$ cat config.mk
export PLATFORM = sky130hd
export DESIGN_NAME = dram_ctl_top
export DESIGN_NICKNAME = d
export VERILOG_FILES = /design/src/rtl/dram_ctl_pkg.sv /design/src/rtl/dram_refresh_timer.sv /design/src/rtl/dram_cell_array.sv /design/src/rtl/dram_seq_ctrl.sv /design/src/rtl/dram_ctl_top.sv
export SDC_FILE = /design/constraint.sdc
export NUM_CORES = 1
export LEC_CHECK = 0
export ABC_AREA = 1
export CORE_MARGIN = 2
export CORE_UTILIZATION = 39
export DETAILED_ROUTE_END_ITERATION = 16
export PLACE_DENSITY = 0.56
export SETUP_SLACK_MARGIN = 0.5
export SYNTH_ARGS = -nofsm -noshare
export SYNTH_HDL_FRONTEND = slang
export SYNTH_HIERARCHICAL = 1
export SYNTH_SLANG_ARGS = --single-unit
$ cat constraint.sdc
create_clock -name clk -period 5.93 [get_ports clk]
set_clock_uncertainty 0.2 [all_clocks]
set_input_delay 0.8895 -clock clk [delete_from_list [all_inputs] [get_ports clk]]
set_output_delay 0.8895 -clock clk [all_outputs]
set_load 0.02 [all_outputs]
$ cat src/rtl/dram_ctl_pkg.sv
package dram_ctl_pkg;

   // Sequencer steps; each lasts a parameterised number of cycles.
   typedef enum logic [2:0] {
      ST_IDLE    = 3'd0,
      ST_CLOSE   = 3'd1,   // write row buffer back to the grid
      ST_OPEN    = 3'd2,   // row strobe: grid row into row buffer
      ST_COL     = 3'd3,   // column strobe: one supercell moves
      ST_REFRESH = 3'd4    // sweep over every row
   } step_e;

   function automatic int step_cnt_w(input int a, input int b, input int c, input int d);
      int m;
      m = a;
      if (b > m) m = b;
      if (c > m) m = c;
      if (d > m) m = d;
      return (m < 2) ? 1 : $clog2(m);
   endfunction

endpackage

$ cat src/rtl/dram_refresh_timer.sv
module dram_refresh_timer #(
   parameter int PERIOD = 256
) (
   input  logic clk,
   input  logic rst_n,
   input  logic ack,
   output logic due
);
   localparam int CW = (PERIOD < 2) ? 1 : $clog2(PERIOD);
   localparam logic [CW-1:0] LAST = CW'(PERIOD - 1);

   logic [CW-1:0] tick_q;

   always_ff @(posedge clk) begin
      if (!rst_n) begin
         tick_q <= '0;
         due    <= 1'b0;
      end else begin
         if (ack) due <= 1'b0;
         if (tick_q == LAST) begin
            tick_q <= '0;
            due    <= 1'b1;
         end else begin
            tick_q <= tick_q + 1'b1;
         end
      end
   end
endmodule

$ cat src/rtl/dram_cell_array.sv
module dram_cell_array #(
   parameter int ROWS   = 4,
   parameter int COLS   = 4,
   parameter int WORD_W = 8
) (
   input  logic                     clk,
   input  logic                     rst_n,
   input  logic [$clog2(ROWS)-1:0]  abus,
   input  logic                     ras_stb,
   input  logic                     cas_wr_stb,
   input  logic                     wb_stb,
   input  logic [WORD_W-1:0]        wdata,
   output logic [WORD_W-1:0]        dq
);
   localparam int AW = $clog2(ROWS);

   typedef logic [COLS-1:0][WORD_W-1:0] line_t;

   line_t         rowbuf_q;
   logic [AW-1:0] lat_row_q;
   line_t         grid_rd [ROWS];

   // Row buffer and latched row index.
   always_ff @(posedge clk) begin
      if (!rst_n) begin
         rowbuf_q  <= '0;
         lat_row_q <= '0;
      end else if (ras_stb) begin
         rowbuf_q  <= grid_rd[abus];
         lat_row_q <= abus;
      end else if (cas_wr_stb) begin
         rowbuf_q[abus] <= wdata;
      end
   end

   // One storage line per grid row; written only by a write-back.
   for (genvar r = 0; r < ROWS; r++) begin : g_row
      line_t cells_q;
      always_ff @(posedge clk) begin
         if (!rst_n)
            cells_q <= '0;
         else if (wb_stb && (lat_row_q == AW'(r)))
            cells_q <= rowbuf_q;
      end
      assign grid_rd[r] = cells_q;
   end

   assign dq = rowbuf_q[abus];
endmodule

$ cat src/rtl/dram_seq_ctrl.sv
module dram_seq_ctrl
   import dram_ctl_pkg::*;
#(
   parameter int ROWS   = 4,
   parameter int WORD_W = 8,
   parameter int T_RAS  = 3,
   parameter int T_COL  = 2,
   parameter int T_WB   = 2,
   parameter int T_REF  = 2
) (
   input  logic                    clk,
   input  logic                    rst_n,
   input  logic                    req_valid,
   input  logic                    req_write,
   input  logic [2*$clog2(ROWS)-1:0] req_addr,
   input  logic [WORD_W-1:0]       req_wdata,
   output logic                    req_ready,
   output logic                    rd_valid,
   output logic [WORD_W-1:0]       rd_data,
   input  logic                    ref_due,
   output logic                    ref_ack,
   output logic [$clog2(ROWS)-1:0] abus,
   output logic                    ras_stb,
   output logic                    cas_stb,
   output logic                    cas_wr_stb,
   output logic                    wb_stb,
   output logic [WORD_W-1:0]       wdata,
   input  logic [WORD_W-1:0]       dq,
   output logic                    row_open,
   output logic                    in_refresh
);
   localparam int AW = $clog2(ROWS);
   localparam int CW = step_cnt_w(T_RAS, T_COL, T_WB, T_REF);
   localparam logic [CW-1:0] LD_RAS = CW'(T_RAS - 1);
   localparam logic [CW-1:0] LD_COL = CW'(T_COL - 1);
   localparam logic [CW-1:0] LD_WB  = CW'(T_WB - 1);
   localparam logic [CW-1:0] LD_REF = CW'(T_REF - 1);
   localparam logic [AW-1:0] LAST_ROW = AW'(ROWS - 1);

   step_e               state_q;
   logic [CW-1:0]       cnt_q;
   logic                op_write_q;
   logic [AW-1:0]       op_row_q, op_col_q, open_row_q, ref_row_q;
   logic [WORD_W-1:0]   op_wdata_q;
   logic                open_q, ref_pend_q;
   logic                step_end, accept, hit;

   assign step_end   = (cnt_q == '0);
   assign req_ready  = (state_q == ST_IDLE) && !ref_due;
   assign ref_ack    = (state_q == ST_IDLE) && ref_due;
   assign accept     = req_valid && req_ready;
   assign hit        = open_q && (open_row_q == req_addr[2*AW-1:AW]);

   assign ras_stb    = (state_q == ST_OPEN)  && step_end;
   assign cas_stb    = (state_q == ST_COL)   && step_end;
   assign cas_wr_stb = cas_stb && op_write_q;
   assign wb_stb     = (state_q == ST_CLOSE) && step_end;
   assign wdata      = op_wdata_q;
   assign row_open   = open_q;
   assign in_refresh = (state_q == ST_REFRESH);

   // Shared narrow address bus: row, then column.
   always_comb begin
      unique case (state_q)
         ST_COL:     abus = op_col_q;
         ST_CLOSE:   abus = open_row_q;
         ST_REFRESH: abus = ref_row_q;
         default:    abus = op_row_q;
      endcase
   end

   always_ff @(posedge clk) begin
      if (!rst_n) begin
         state_q    <= ST_IDLE;
         cnt_q      <= '0;
         op_write_q <= 1'b0;
         op_row_q   <= '0;
         op_col_q   <= '0;
         op_wdata_q <= '0;
         open_q     <= 1'b0;
         open_row_q <= '0;
         ref_row_q  <= '0;
         ref_pend_q <= 1'b0;
         rd_valid   <= 1'b0;
         rd_data    <= '0;
      end else begin
         rd_valid <= 1'b0;
         unique case (state_q)
            ST_IDLE: begin
               if (ref_due) begin
                  ref_pend_q <= 1'b1;
                  ref_row_q  <= '0;
                  if (open_q) begin
                     state_q <= ST_CLOSE;
                     cnt_q   <= LD_WB;
                  end else begin
                     state_q <= ST_REFRESH;
                     cnt_q   <= LD_REF;
                  end
               end else if (accept) begin
                  op_write_q <= req_write;
                  op_row_q   <= req_addr[2*AW-1:AW];
                  op_col_q   <= req_addr[AW-1:0];
                  op_wdata_q <= req_wdata;
                  if (hit) begin
                     state_q <= ST_COL;
                     cnt_q   <= LD_COL;
                  end else if (open_q) begin
                     state_q <= ST_CLOSE;
                     cnt_q   <= LD_WB;
                  end else begin
                     state_q <= ST_OPEN;
                     cnt_q   <= LD_RAS;
                  end
               end
            end
            ST_CLOSE: begin
               if (step_end) begin
                  open_q <= 1'b0;
                  if (ref_pend_q) begin
                     state_q <= ST_REFRESH;
                     cnt_q   <= LD_REF;
                  end else begin
                     state_q <= ST_OPEN;
                     cnt_q   <= LD_RAS;
                  end
               end else begin
                  cnt_q <= cnt_q - 1'b1;
               end
            end
            ST_OPEN: begin
               if (step_end) begin
                  open_q     <= 1'b1;
                  open_row_q <= op_row_q;
                  state_q    <= ST_COL;
                  cnt_q      <= LD_COL;
               end else begin
                  cnt_q <= cnt_q - 1'b1;
               end
            end
            ST_COL: begin
               if (step_end) begin
                  if (!op_write_q) begin
                     rd_valid <= 1'b1;
                     rd_data  <= dq;
                  end
                  state_q <= ST_IDLE;
               end else begin
                  cnt_q <= cnt_q - 1'b1;
               end
            end
            ST_REFRESH: begin
               if (step_end) begin
                  if (ref_row_q == LAST_ROW) begin
                     ref_pend_q <= 1'b0;
                     state_q    <= ST_IDLE;
                  end else begin
                     ref_row_q <= ref_row_q + 1'b1;
                     cnt_q     <= LD_REF;
                  end
               end else begin
                  cnt_q <= cnt_q - 1'b1;
               end
            end
            default: state_q <= ST_IDLE;
         endcase
      end
   end
endmodule

$ cat src/rtl/dram_ctl_top.sv
module dram_ctl_top #(
   parameter int ROWS           = 4,
   parameter int COLS           = 4,
   parameter int WORD_W         = 8,
   parameter int T_RAS          = 3,
   parameter int T_COL          = 2,
   parameter int T_WB           = 2,
   parameter int T_REF          = 2,
   parameter int REFRESH_PERIOD = 256
) (
   input  logic                      clk,
   input  logic                      rst_n,
   input  logic                      req_valid,
   input  logic                      req_write,
   input  logic [2*$clog2(ROWS)-1:0] req_addr,
   input  logic [WORD_W-1:0]         req_wdata,
   output logic                      req_ready,
   output logic                      rd_valid,
   output logic [WORD_W-1:0]         rd_data
);
   localparam int AW       = $clog2(ROWS);
   localparam int LONGEST  = T_WB + T_RAS + T_COL;
   localparam int SWEEP    = T_WB + ROWS * T_REF + 1;

   // Elaboration-time parameter checks.
   if (ROWS != COLS) begin : g_bad_shape
      $error("grid must be square");
   end
   if ((ROWS < 2) || ((1 << AW) != ROWS)) begin : g_bad_rows
      $error("ROWS must be a power of two of at least 2");
   end
   if ((T_RAS < 1) || (T_COL < 1) || (T_WB < 1) || (T_REF < 1)) begin : g_bad_steps
      $error("every step needs at least one cycle");
   end
   if (REFRESH_PERIOD <= SWEEP + LONGEST + 1) begin : g_bad_period
      $error("refresh interval too short");
   end

   logic                ref_due, ref_ack;
   logic [AW-1:0]       abus;
   logic                ras_stb, cas_stb, cas_wr_stb, wb_stb;
   logic [WORD_W-1:0]   wdata, dq;
   logic                row_open, in_refresh;

   dram_refresh_timer #(.PERIOD(REFRESH_PERIOD)) timer_i (
      .clk (clk),
      .rst_n (rst_n),
      .ack (ref_ack),
      .due (ref_due)
   );

   dram_seq_ctrl #(
      .ROWS(ROWS), .WORD_W(WORD_W),
      .T_RAS(T_RAS), .T_COL(T_COL), .T_WB(T_WB), .T_REF(T_REF)
   ) ctrl_i (
      .clk        (clk),
      .rst_n      (rst_n),
      .req_valid  (req_valid),
      .req_write  (req_write),
      .req_addr   (req_addr),
      .req_wdata  (req_wdata),
      .req_ready  (req_ready),
      .rd_valid   (rd_valid),
      .rd_data    (rd_data),
      .ref_due    (ref_due),
      .ref_ack    (ref_ack),
      .abus       (abus),
      .ras_stb    (ras_stb),
      .cas_stb    (cas_stb),
      .cas_wr_stb (cas_wr_stb),
      .wb_stb     (wb_stb),
      .wdata      (wdata),
      .dq         (dq),
      .row_open   (row_open),
      .in_refresh (in_refresh)
   );

   dram_cell_array #(.ROWS(ROWS), .COLS(COLS), .WORD_W(WORD_W)) array_i (
      .clk        (clk),
      .rst_n      (rst_n),
      .abus       (abus),
      .ras_stb    (ras_stb),
      .cas_wr_stb (cas_wr_stb),
      .wb_stb     (wb_stb),
      .wdata      (wdata),
      .dq         (dq)
   );
endmodule

Yosys cells after proc, flatten, opt, wreduce, memory -nomap -nowiden

Cells that the tools add are included.

Bits in registers: 204
Bits of input ports: 16
Output and inout bits: 10
Word-level logic and storage cells: 145

Add/sub/neg operators: 3
Order comparisons: 3
Eq/ne operators: 20
Muxes and demuxes: 48
Bitwise logic cells: 4
Reduce and logical (&&, ||, !) cells: 32

Operator list:

| operator                                               | count |
|---|---|
| 2-to-1 mux 32 bit                                      | 4 |
| binary-select mux 32 bit (select 2 bit)                | 1 |
| bitwise mux 32 bit                                     | 1 |
| 2-to-1 mux 3 bit                                       | 10 |
| 2-to-1 mux 2 bit                                       | 14 |
| binary-select mux 8 bit (select 2 bit)                 | 1 |
| demux 8 bit (select 2 bit)                             | 1 |
| 2-to-1 mux 8 bit                                       | 2 |
| case mux 3 bit (5 select lines)                        | 1 |
| logical AND 1 bit                                      | 13 |
| AND reduction 3 bit                                    | 4 |
| AND reduction 4 bit                                    | 3 |
| inequality test 2 bit (second input constant)          | 5 |
| case mux 2 bit (5 select lines)                        | 1 |
| adder 8 x 1 -> 8 bit (second input constant)           | 1 |
| equality test 8 bit (second input constant)            | 1 |
| 2-to-1 mux 1 bit                                       | 8 |
| nonzero test 2 bit                                     | 4 |
| equality test 2 bit (second input constant)            | 3 |
| equality test 3 x 2 -> 1 bit (second input constant)   | 2 |
| inequality test 2 x 1 -> 1 bit (second input constant) | 3 |
| case mux 2 bit (3 select lines)                        | 1 |
| AND reduction 6 bit                                    | 1 |
| nonzero test 5 bit                                     | 1 |
| 20 further kinds                                       | 24 |

Longest topological paths before layout

Gate-level depths: netlist of run 1.

Depth in word-level cells: 9
Depth in mapped cells: 15
Gate-level depth less buffers: 13

Hierarchy

Netlist of run 1, hierarchy kept.

Modules (own cells, without submodules):

| module             | instances | cells an instance | area an instance (µm²) | seq. area each (µm²) |
|---|---|---|---|---|
| dram_cell_array    | 1         | 1099              | 7330.8                 | 3243.1 |
| dram_seq_ctrl      | 1         | 219               | 1567.8                 | 660.6 |
| dram_refresh_timer | 1         | 54                | 402.9                  | 180.2 |

Worst setup path before layout of run 1

OpenSTA, ideal clock, no wires.

Path type: reg2reg
Start point: reg ctrl_i.state_q[2]
End point: reg array_i/rowbuf_q[1] (netlist bit)
Library setup time: 0.070 ns
Arrival time: 1.850 ns
Data required time: 5.660 ns
Path slack: 3.810 ns
Cell stages (with the launch flop): 15
Buffers on the path: 2
Period minus slack after synthesis: 2.120 ns
Path through: dfxtp_1 inv_1 nand3_1 inv_1 nand2_1 o2111ai_1 inv_1 buf_4 buf_4 nand2_1 nand2_1 nand2_1 nand2_1 nand2_1 a21oi_1

Longest elaborated chain between the ends: 9
Elaborated cells on any way between the ends: 21
Classes of those cells: order compare: 2; eq/ne: 4; mux: 9; bitwise: 1; reduce/logical: 5

Ends and longest elaborated chain:

| item                                                                                              | line                  | RTL |
|---|---|---|
| start, declared                                                                                   | dram_seq_ctrl.sv:40   | `step_e state_q;` |
| start signal, assigned                                                                            | dram_seq_ctrl.sv:74   | `state_q <= ST_IDLE;` |
| start signal, assigned                                                                            | dram_seq_ctrl.sv:94   | `state_q <= ST_CLOSE;` |
| start signal, assigned                                                                            | dram_seq_ctrl.sv:97   | `state_q <= ST_REFRESH;` |
| equality test 3 bit (tied with other cells)                                                       | n/a                   |  |
| case mux 2 bit (3 select lines) *                                                                 | dram_seq_ctrl.sv:64   | `unique case (state_q)` |
| via abus[0]                                                                                       | dram_ctl_top.sv:40    | `logic [AW-1:0] abus;` |
| < comparator 2 x 3 -> 1 bit (implied by the code) or >= comparator 2 x 1 -> 1 bit (tied branches) | dram_cell_array.sv:32 | `rowbuf_q[abus] <= wdata;` |
| logical AND 1 bit (implied by the code)                                                           | dram_cell_array.sv:32 |  |
| 2-to-1 mux 8 bit (implied by the code)                                                            | dram_cell_array.sv:32 |  |
| demux 8 bit (select 2 bit)                                                                        | n/a                   |  |
| bitwise mux 32 bit                                                                                | dram_cell_array.sv:32 |  |
| 2-to-1 mux 32 bit                                                                                 | dram_cell_array.sv:31 | `end else if (cas_wr_stb) begin` |
| 2-to-1 mux 32 bit *                                                                               | dram_cell_array.sv:28 | `end else if (ras_stb) begin` |
| end signal, assigned                                                                              | dram_cell_array.sv:29 | `rowbuf_q <= grid_rd[abus];` |
| end signal, assigned by index                                                                     | dram_cell_array.sv:32 |  |
| end, declared                                                                                     | dram_cell_array.sv:19 | `line_t rowbuf_q;` |

Mark *: on every way through the listed nets, which the timed path passes. The rest lies on a longest branch. The select of a mux whose other input is x is not followed.
A chain may end at the register's enable or synchronous reset.

Worst setup path after layout of run 1

Start point: reg ctrl_i.state_q[2]
End point: reg array_i/rowbuf_q[27] (netlist bit)

Same word-level chain as after synthesis.

==> flow_summary.json, run 1 <==
{
  "pwr-share-clk": 0.335,
  "nets": 1370,
  "ios": 26,
  "swShare": 0.359,
  "fp.dieH_um": 158,
  "drcViolationCount": 0,
  "hpwl_um": 16200,
  "crit_family": "buffers and inverters",
  "dr.first_iter.drc_count": 590,
  "wl_per_cell_um": 15.6,
  "max-vdd-ir-drop_v": 0.000191,
  "crit_path_cell_trace": "inv_1 -> nand3_1 -> inv_1 -> nand2_1 -> o2111ai_4 -> buf_4 -> inv_2 -> buf_4 -> nand2_1 -> nand2_1 -> nand2_1 -> nand2_1 -> nand2_1 -> a21oi_1",
  "postCtsHoldBufs": 0,
  "r2r_cells": 14,
  "start_kind": "flop",
  "crit_slowest_cell": "inv_2",
  "cp.required_ns": 6.17,
  "antenna_cells": 0,
  "gr-total-overflow": 0,
  "timing.rr.start": "ctrl_i/state_q[2]",
  "slew_headroom": 0.190,
  "grt_max_degree": 81,
  "grt_use_total": 0.214,
  "routed_wl_um": 26300,
  "clkLatencyLatePin_ns": 0.51,
  "synth_nets": 1391,
  "crit_fanout": 34,
  "fin_crit_ns": 3.37,
  "io_buffers": 25,
  "firstDrtPassIters": 7,
  "final_antenna_net_count": 0,
  "reg2reg_to": "array_i/rowbuf_q[27]",
  "finalSetupViolations": 0,
  "postCtsSetupRepairBufs": 0,
  "rows": 56,
  "powerDensity_nw_per_um2": 422,
  "fp.dieW_um": 158,
  "post-place-cells": 1643,
  "min_path_type": "flop to flop",
  "power_switching_mw": 1.59,
  "start_util": 0.396,
  "cpPeakStageDelay_ns": 0.57,
  "viasPerCell": 5.05,
  "yosys_warnings": 6,
  "core_area_um2": 23500,
  "worst_pin_slew_ns": 1.21,
  "globalplace.congestion": 0.848,
  "grt_setup_unrepaired": "no",
  "fmax_ghz": 0.297,
  "seqPwrFrac": 0.407,
  "min_to": "array_i/g_row[2].cells_q[28]",
  "tritoncts": "built",
  "finalHoldViolCount": 0,
  "num-fill-cells": 2433,
  "fin_setup_tns_ns": 0,
  "netlist_area_um2": 9300,
  "fin_total_pwr_mw": 4.43,
  "arrival_ns": 3.61,
  "power_frac_comb": 0.259,
  "hold_start": "array_i/g_row[2].cells_q[28]",
  "area_growth_pct": 12.7,
  "cp-end-kind": "flop",
  "crit_type": "flop to flop",
  "root_buffer": "clkbuf_16",
  "clk_path_buf_depth": 3,
  "crit_path_frequent_cell": "nand2_1",
  "min_path_cells": 2,
  "drive_gt1_frac": 0.0586,
  "p_leak_nw": 4.29,
  "antenna_found_initial": 0,
  "fin_cells": 1684,
  "fin_crit_sh": 0.568,
  "num_vias": 8502,
  "dieArea_um2": 25100,
  "syn_inst": 1371,
  "first_global_vias": 7935,
  "clkTransAtPathRegs_ns": 0.06,
  "grt_pass1_wl_um": 42900,
  "status": "finished, final reports clean",
  "r2r_slack_ns": 2.56,
  "drv_slew": 0,
  "max_cap_violations": 0,
  "clock_sinks": 204,
  "syn_avg_cell_area_um2": 6.78,
  "critPathBufInv": 5,
  "numCtsBuffers": 24,
  "power.internal_mw": 2.84,
  "htree_num_levels": 1,
  "ctsResizeCount": 0
}
-- registers in the layout (all words and copies together) (netlist names) --
name and cells:
timer_i/due 1, ctrl_i/row_open 1, ctrl_i/rd_valid 1, array_i/rowbuf_q 32, ctrl_i/ref_row_q 2, ctrl_i/wdata 8, ctrl_i/rd_data 8, ctrl_i/op_row_q 2
timer_i/tick_q 8, ctrl_i/op_write_q 1, ctrl_i/ref_pend_q 1, ctrl_i/state_q 3, ctrl_i/cnt_q 2, ctrl_i/open_row_q 2, ctrl_i/op_col_q 2, array_i/g_row.cells_q 128
array_i/lat_row_q 2
-- power groups by stage --
stage / combinational, mW / clock [mW] / sequential [mW]
2_1_floorplan: 0.851 / 0 / 1.75
3_3_place_gp: 1.14 / 0 / 1.82
3_5_place_dp: 1.14 / 0 / 1.82
4_1_cts: 1.14 / 1.51 / 1.80
5_1_grt: 1.30 / 1.58 / 1.83
6_report: 1.14 / 1.48 / 1.80
-- tightest hold or removal path: stages, from the launching register on --
cell and delay, ns:
dfxtp_1 0.30, inv_1 0.04, a21oi_1 0.05
-- worst max path at each step --
stage | slack [ns] | startpoint | cells past startpoint | endpoint
2_1_floorplan | 3.81 | ctrl_i/state_q[2] | 14 | array_i/rowbuf_q[1]
3_3_place_gp | 2.61 | ctrl_i/state_q[1] | 14 | array_i/rowbuf_q[27]
3_5_place_dp | 2.57 | ctrl_i/state_q[2] | 14 | array_i/rowbuf_q[27]
4_1_cts | 2.56 | ctrl_i/state_q[2] | 14 | array_i/rowbuf_q[27]
5_1_grt | 2.25 | ctrl_i/state_q[1] | 14 | array_i/rowbuf_q[21]
6_report | 2.56 | ctrl_i/state_q[2] | 14 | array_i/rowbuf_q[27]
-- per-layer routing --
layer	part of all wire	GRT usage
met5	0	0
met4	0.013	0.0506
met1	0.50	0.311
met3	0.047	0.0275
met2	0.44	0.338
-- area by class of cell --
class	count	area [µm²]	area share
Multi-Input combinational cell	990	4520	0.431
Sequential cell	204	4080	0.390
Clock buffer	34	699	0.0667
Tap cell	319	399	0.0381
Timing Repair Buffer	38	345	0.0330
Inverter	92	345	0.0330
Clock inverter	7	88.8	0.00848
-- per-stage QoR --
step | util | hold slack [ns] | cell area, µm² | setup WS (ns)
after floorplan | - | 0.224 | 9300 | 3.81
after global placement | 0.413 | 0.232 | 9690 | 2.61
after global routing | 0.446 | 0.261 | 10500 | 2.25
final | 0.446 | 0.244 | 10500 | 2.56
after CTS | 0.446 | 0.246 | 10500 | 2.56
after detailed placement | 0.413 | 0.236 | 9690 | 2.57
-- placed cells by master (no fill, tap or decap), types with 3 or more instances in the layout --
cell type and n:
clkinv_2 4, o211ai_1 7, buf_4 14, nand3_1 79, clkbuf_16 25, clkdlybuf4s50_1 24, nor2_2 5, inv_2 5
dfxtp_1 204, nand3b_1 3, nand2_1 444, clkbuf_8 4, ha_1 4, nand2_2 7, inv_1 86, a22oi_1 6
nor2_1 79, clkbuf_1 5, nor2_4 7, a21oi_1 171, o21ai_0 162
No activity file was read; power rests on OpenSTA's default activity.
==> run 2: changes to the inputs <==
==> constraint.sdc (replaced) <==
create_clock -name clk -period 3.4 [get_ports clk]
set_clock_uncertainty 0.2 [all_clocks]
set_input_delay 0.51 -clock clk [delete_from_list [all_inputs] [get_ports clk]]
set_output_delay 0.51 -clock clk [all_outputs]
set_load 0.02 [all_outputs]
==> run 2 against run 1 <==
  * Hold slack got worse by 0.11 ns
  * Combinational power increased by 84%
  * Largest cell class unchanged
  * Critical path depth decreased by 10
  * Largest power group unchanged
  * Critical endpoint is now req_ready
  * Via count increased by 2.1%
  * Clock-buffer cell count increased by 3
==> flow_summary.json, run 2 (same netlist as run 1, synthesis figures left out) <==
{
  "rows": 56,
  "status": "finished, final reports clean",
  "r2r_slack_ns": 0.75,
  "cp-end-kind": "primary output",
  "grt_pass1_wl_um": 43900,
  "timing.rr.start": "ctrl_i/state_q[1]",
  "reg.largest.list": "array_i/g_row.cells_q x128, array_i/rowbuf_q x32",
  "drv_slew": 0,
  "dr.first_iter.drc_count": 538,
  "fin_cells": 1704,
  "final_common_cell": "nand2_1",
  "core_area_um2": 23500,
  "finalHoldViolCount": 0,
  "tritoncts": "built",
  "drcViolationCount": 0,
  "powerDensity_nw_per_um2": 740,
  "postCtsHoldBufs": 0,
  "dieArea_um2": 25100,
  "nets": 1389,
  "fin_setup_tns_ns": 0,
  "hpwl_um": 16600,
  "reg2reg_to": "array_i/rowbuf_q[29]",
  "ios": 26,
  "max-vdd-ir-drop_v": 0.000399,
  "num_vias": 8683,
  "viasPerCell": 5.10,
  "numCtsBuffers": 25,
  "min_path_type": "primary input to flop",
  "clk_path_buf_depth": 3,
  "min_to": "ctrl_i/state_q[0]",
  "largest_reg_flops": 128,
  "gr-total-overflow": 0,
  "fmax_ghz": 0.367,
  "final_cell_mix": "nand2_1, dfxtp_1, a21oi_1",
  "globalplace.congestion": 0.853,
  "fin_crit_ns": 2.73,
  "root_buffer": "clkbuf_16",
  "arrival_ns": 2.02,
  "crit_fanout": 7,
  "num-fill-cells": 2447,
  "p_leak_nw": 4.42,
  "antenna_cells": 0,
  "grt_use_total": 0.219,
  "first_global_vias": 8041,
  "routed_wl_um": 26900,
  "grt_setup_unrepaired": "no",
  "start_util": 0.396,
  "slew_headroom": 0.482,
  "fp.dieW_um": 158,
  "area_growth_pct": 15.3,
  "max_cap_violations": 0,
  "antenna_found_initial": 0,
  "htree_num_levels": 1,
  "crit_type": "flop to primary output",
  "fin_crit_sh": 0.802,
  "wl_per_cell_um": 15.8,
  "top_register": "array_i/g_row.cells_q",
  "cp.required_ns": 2.69,
  "min_path_cells": 3,
  "drive_gt1_frac": 0.0729,
  "grt_max_degree": 141,
  "pre_cts_slack_ns": 0.531,
  "start_kind": "flop",
  "clkTransAtPathRegs_ns": 0.05,
  "fp.dieH_um": 158,
  "post-place-cells": 1653,
  "worst_pin_slew_ns": 0.775,
  "r2r_cells": 13,
  "clock_sinks": 204,
  "io_buffers": 25,
  "finalSetupViolations": 0,
  "hold_start": "rst_n",
  "clkLatencyLatePin_ns": 0.53,
  "final_antenna_net_count": 0,
  "timing.final.ws_setup_ns": 0.674,
  "firstDrtPassIters": 5
}
==> run 2: cell count changes in the layout (fill, tap and decap cells not counted), sizes merged <==
cell	before	now
clkbuf	34	37
inv	91	92
buf	14	32
clkinv	6	4
==> run 2: power breakdown <==
| part | internal (mW) | total (mW) | switching (mW) |
|---|---|---|---|
| Clock | 1.64 | 2.68 | 1.04 |
| Sequential | 2.77 | 3.15 | 0.379 |
| Combinational | 0.674 | 2.10 | 1.42 |
| Total | 5.09 | 7.93 | 2.84 |
==> run 2: critical path, cell delays in order, from the launching register on <==
cell	delay [ns]
dfxtp_1	0.38
nor2_2	0.22
nand2_2	0.13
nor2_4	0.14
clkdlybuf4s50_1	0.61
==> run 2: layout make-up <==
cell class / count / area, µm² / share of cell area
clock buffer: 37 / 731 / 0.0682
tap: 319 / 399 / 0.0372
inverter: 92 / 345 / 0.0322
clock inverter: 6 / 98.8 / 0.00922
timing repair buffer: 56 / 534 / 0.0498
sequential: 204 / 4080 / 0.381
multi-input combinational: 990 / 4530 / 0.422
==> run 2: through the flow <==
stage	cell area, µm²	power, mW	hold slack [ns]	utilization
2_1_floorplan	9300	4.53	0.224	-
3_3_place_gp	9800	5.22	0.234	0.418
3_5_place_dp	9800	5.23	0.237	0.418
4_1_cts	10600	7.95	0.123	0.454
5_1_grt	10700	8.38	0.131	0.457
6_report	10700	7.93	0.139	0.457
==> run 2: timing repair <==
item                       4_1_cts  5_1_grt
gates resized for setup          1        7
pin swaps                        1        2
buffers inserted                 1        7
setup endpoints to repair        2       55
gates cloned                     0        0
==> run 2: per-layer routing <==
| layer | routed length (µm) | vias up | GRT usage |
|---|---|---|---|
| li1 | - | 4442 | - |
| met1 | 13300 | 3982 | 0.318 |
| met2 | 11700 | 212 | 0.345 |
| met3 | 1310 | 47 | 0.0278 |
| met4 | 602 | 0 | 0.0571 |
| met5 | 0 | - | 0 |
==> run 2: worst max path at each step <==
stage | start | to | slack (ns) | cells past startpoint
after CTS | ctrl_i/state_q[1] | array_i/rowbuf_q[15] | 0.56 | 13
after global placement | ctrl_i/state_q[2] | array_i/rowbuf_q[25] | 0.66 | 13
final | ctrl_i/state_q[2] | req_ready | 0.67 | 4
after floorplan | ctrl_i/state_q[2] | array_i/rowbuf_q[1] | 1.28 | 14
after global routing | ctrl_i/state_q[2] | array_i/rowbuf_q[23] | 0.50 | 13
after detailed placement | ctrl_i/state_q[0] | array_i/rowbuf_q[6] | 0.53 | 12
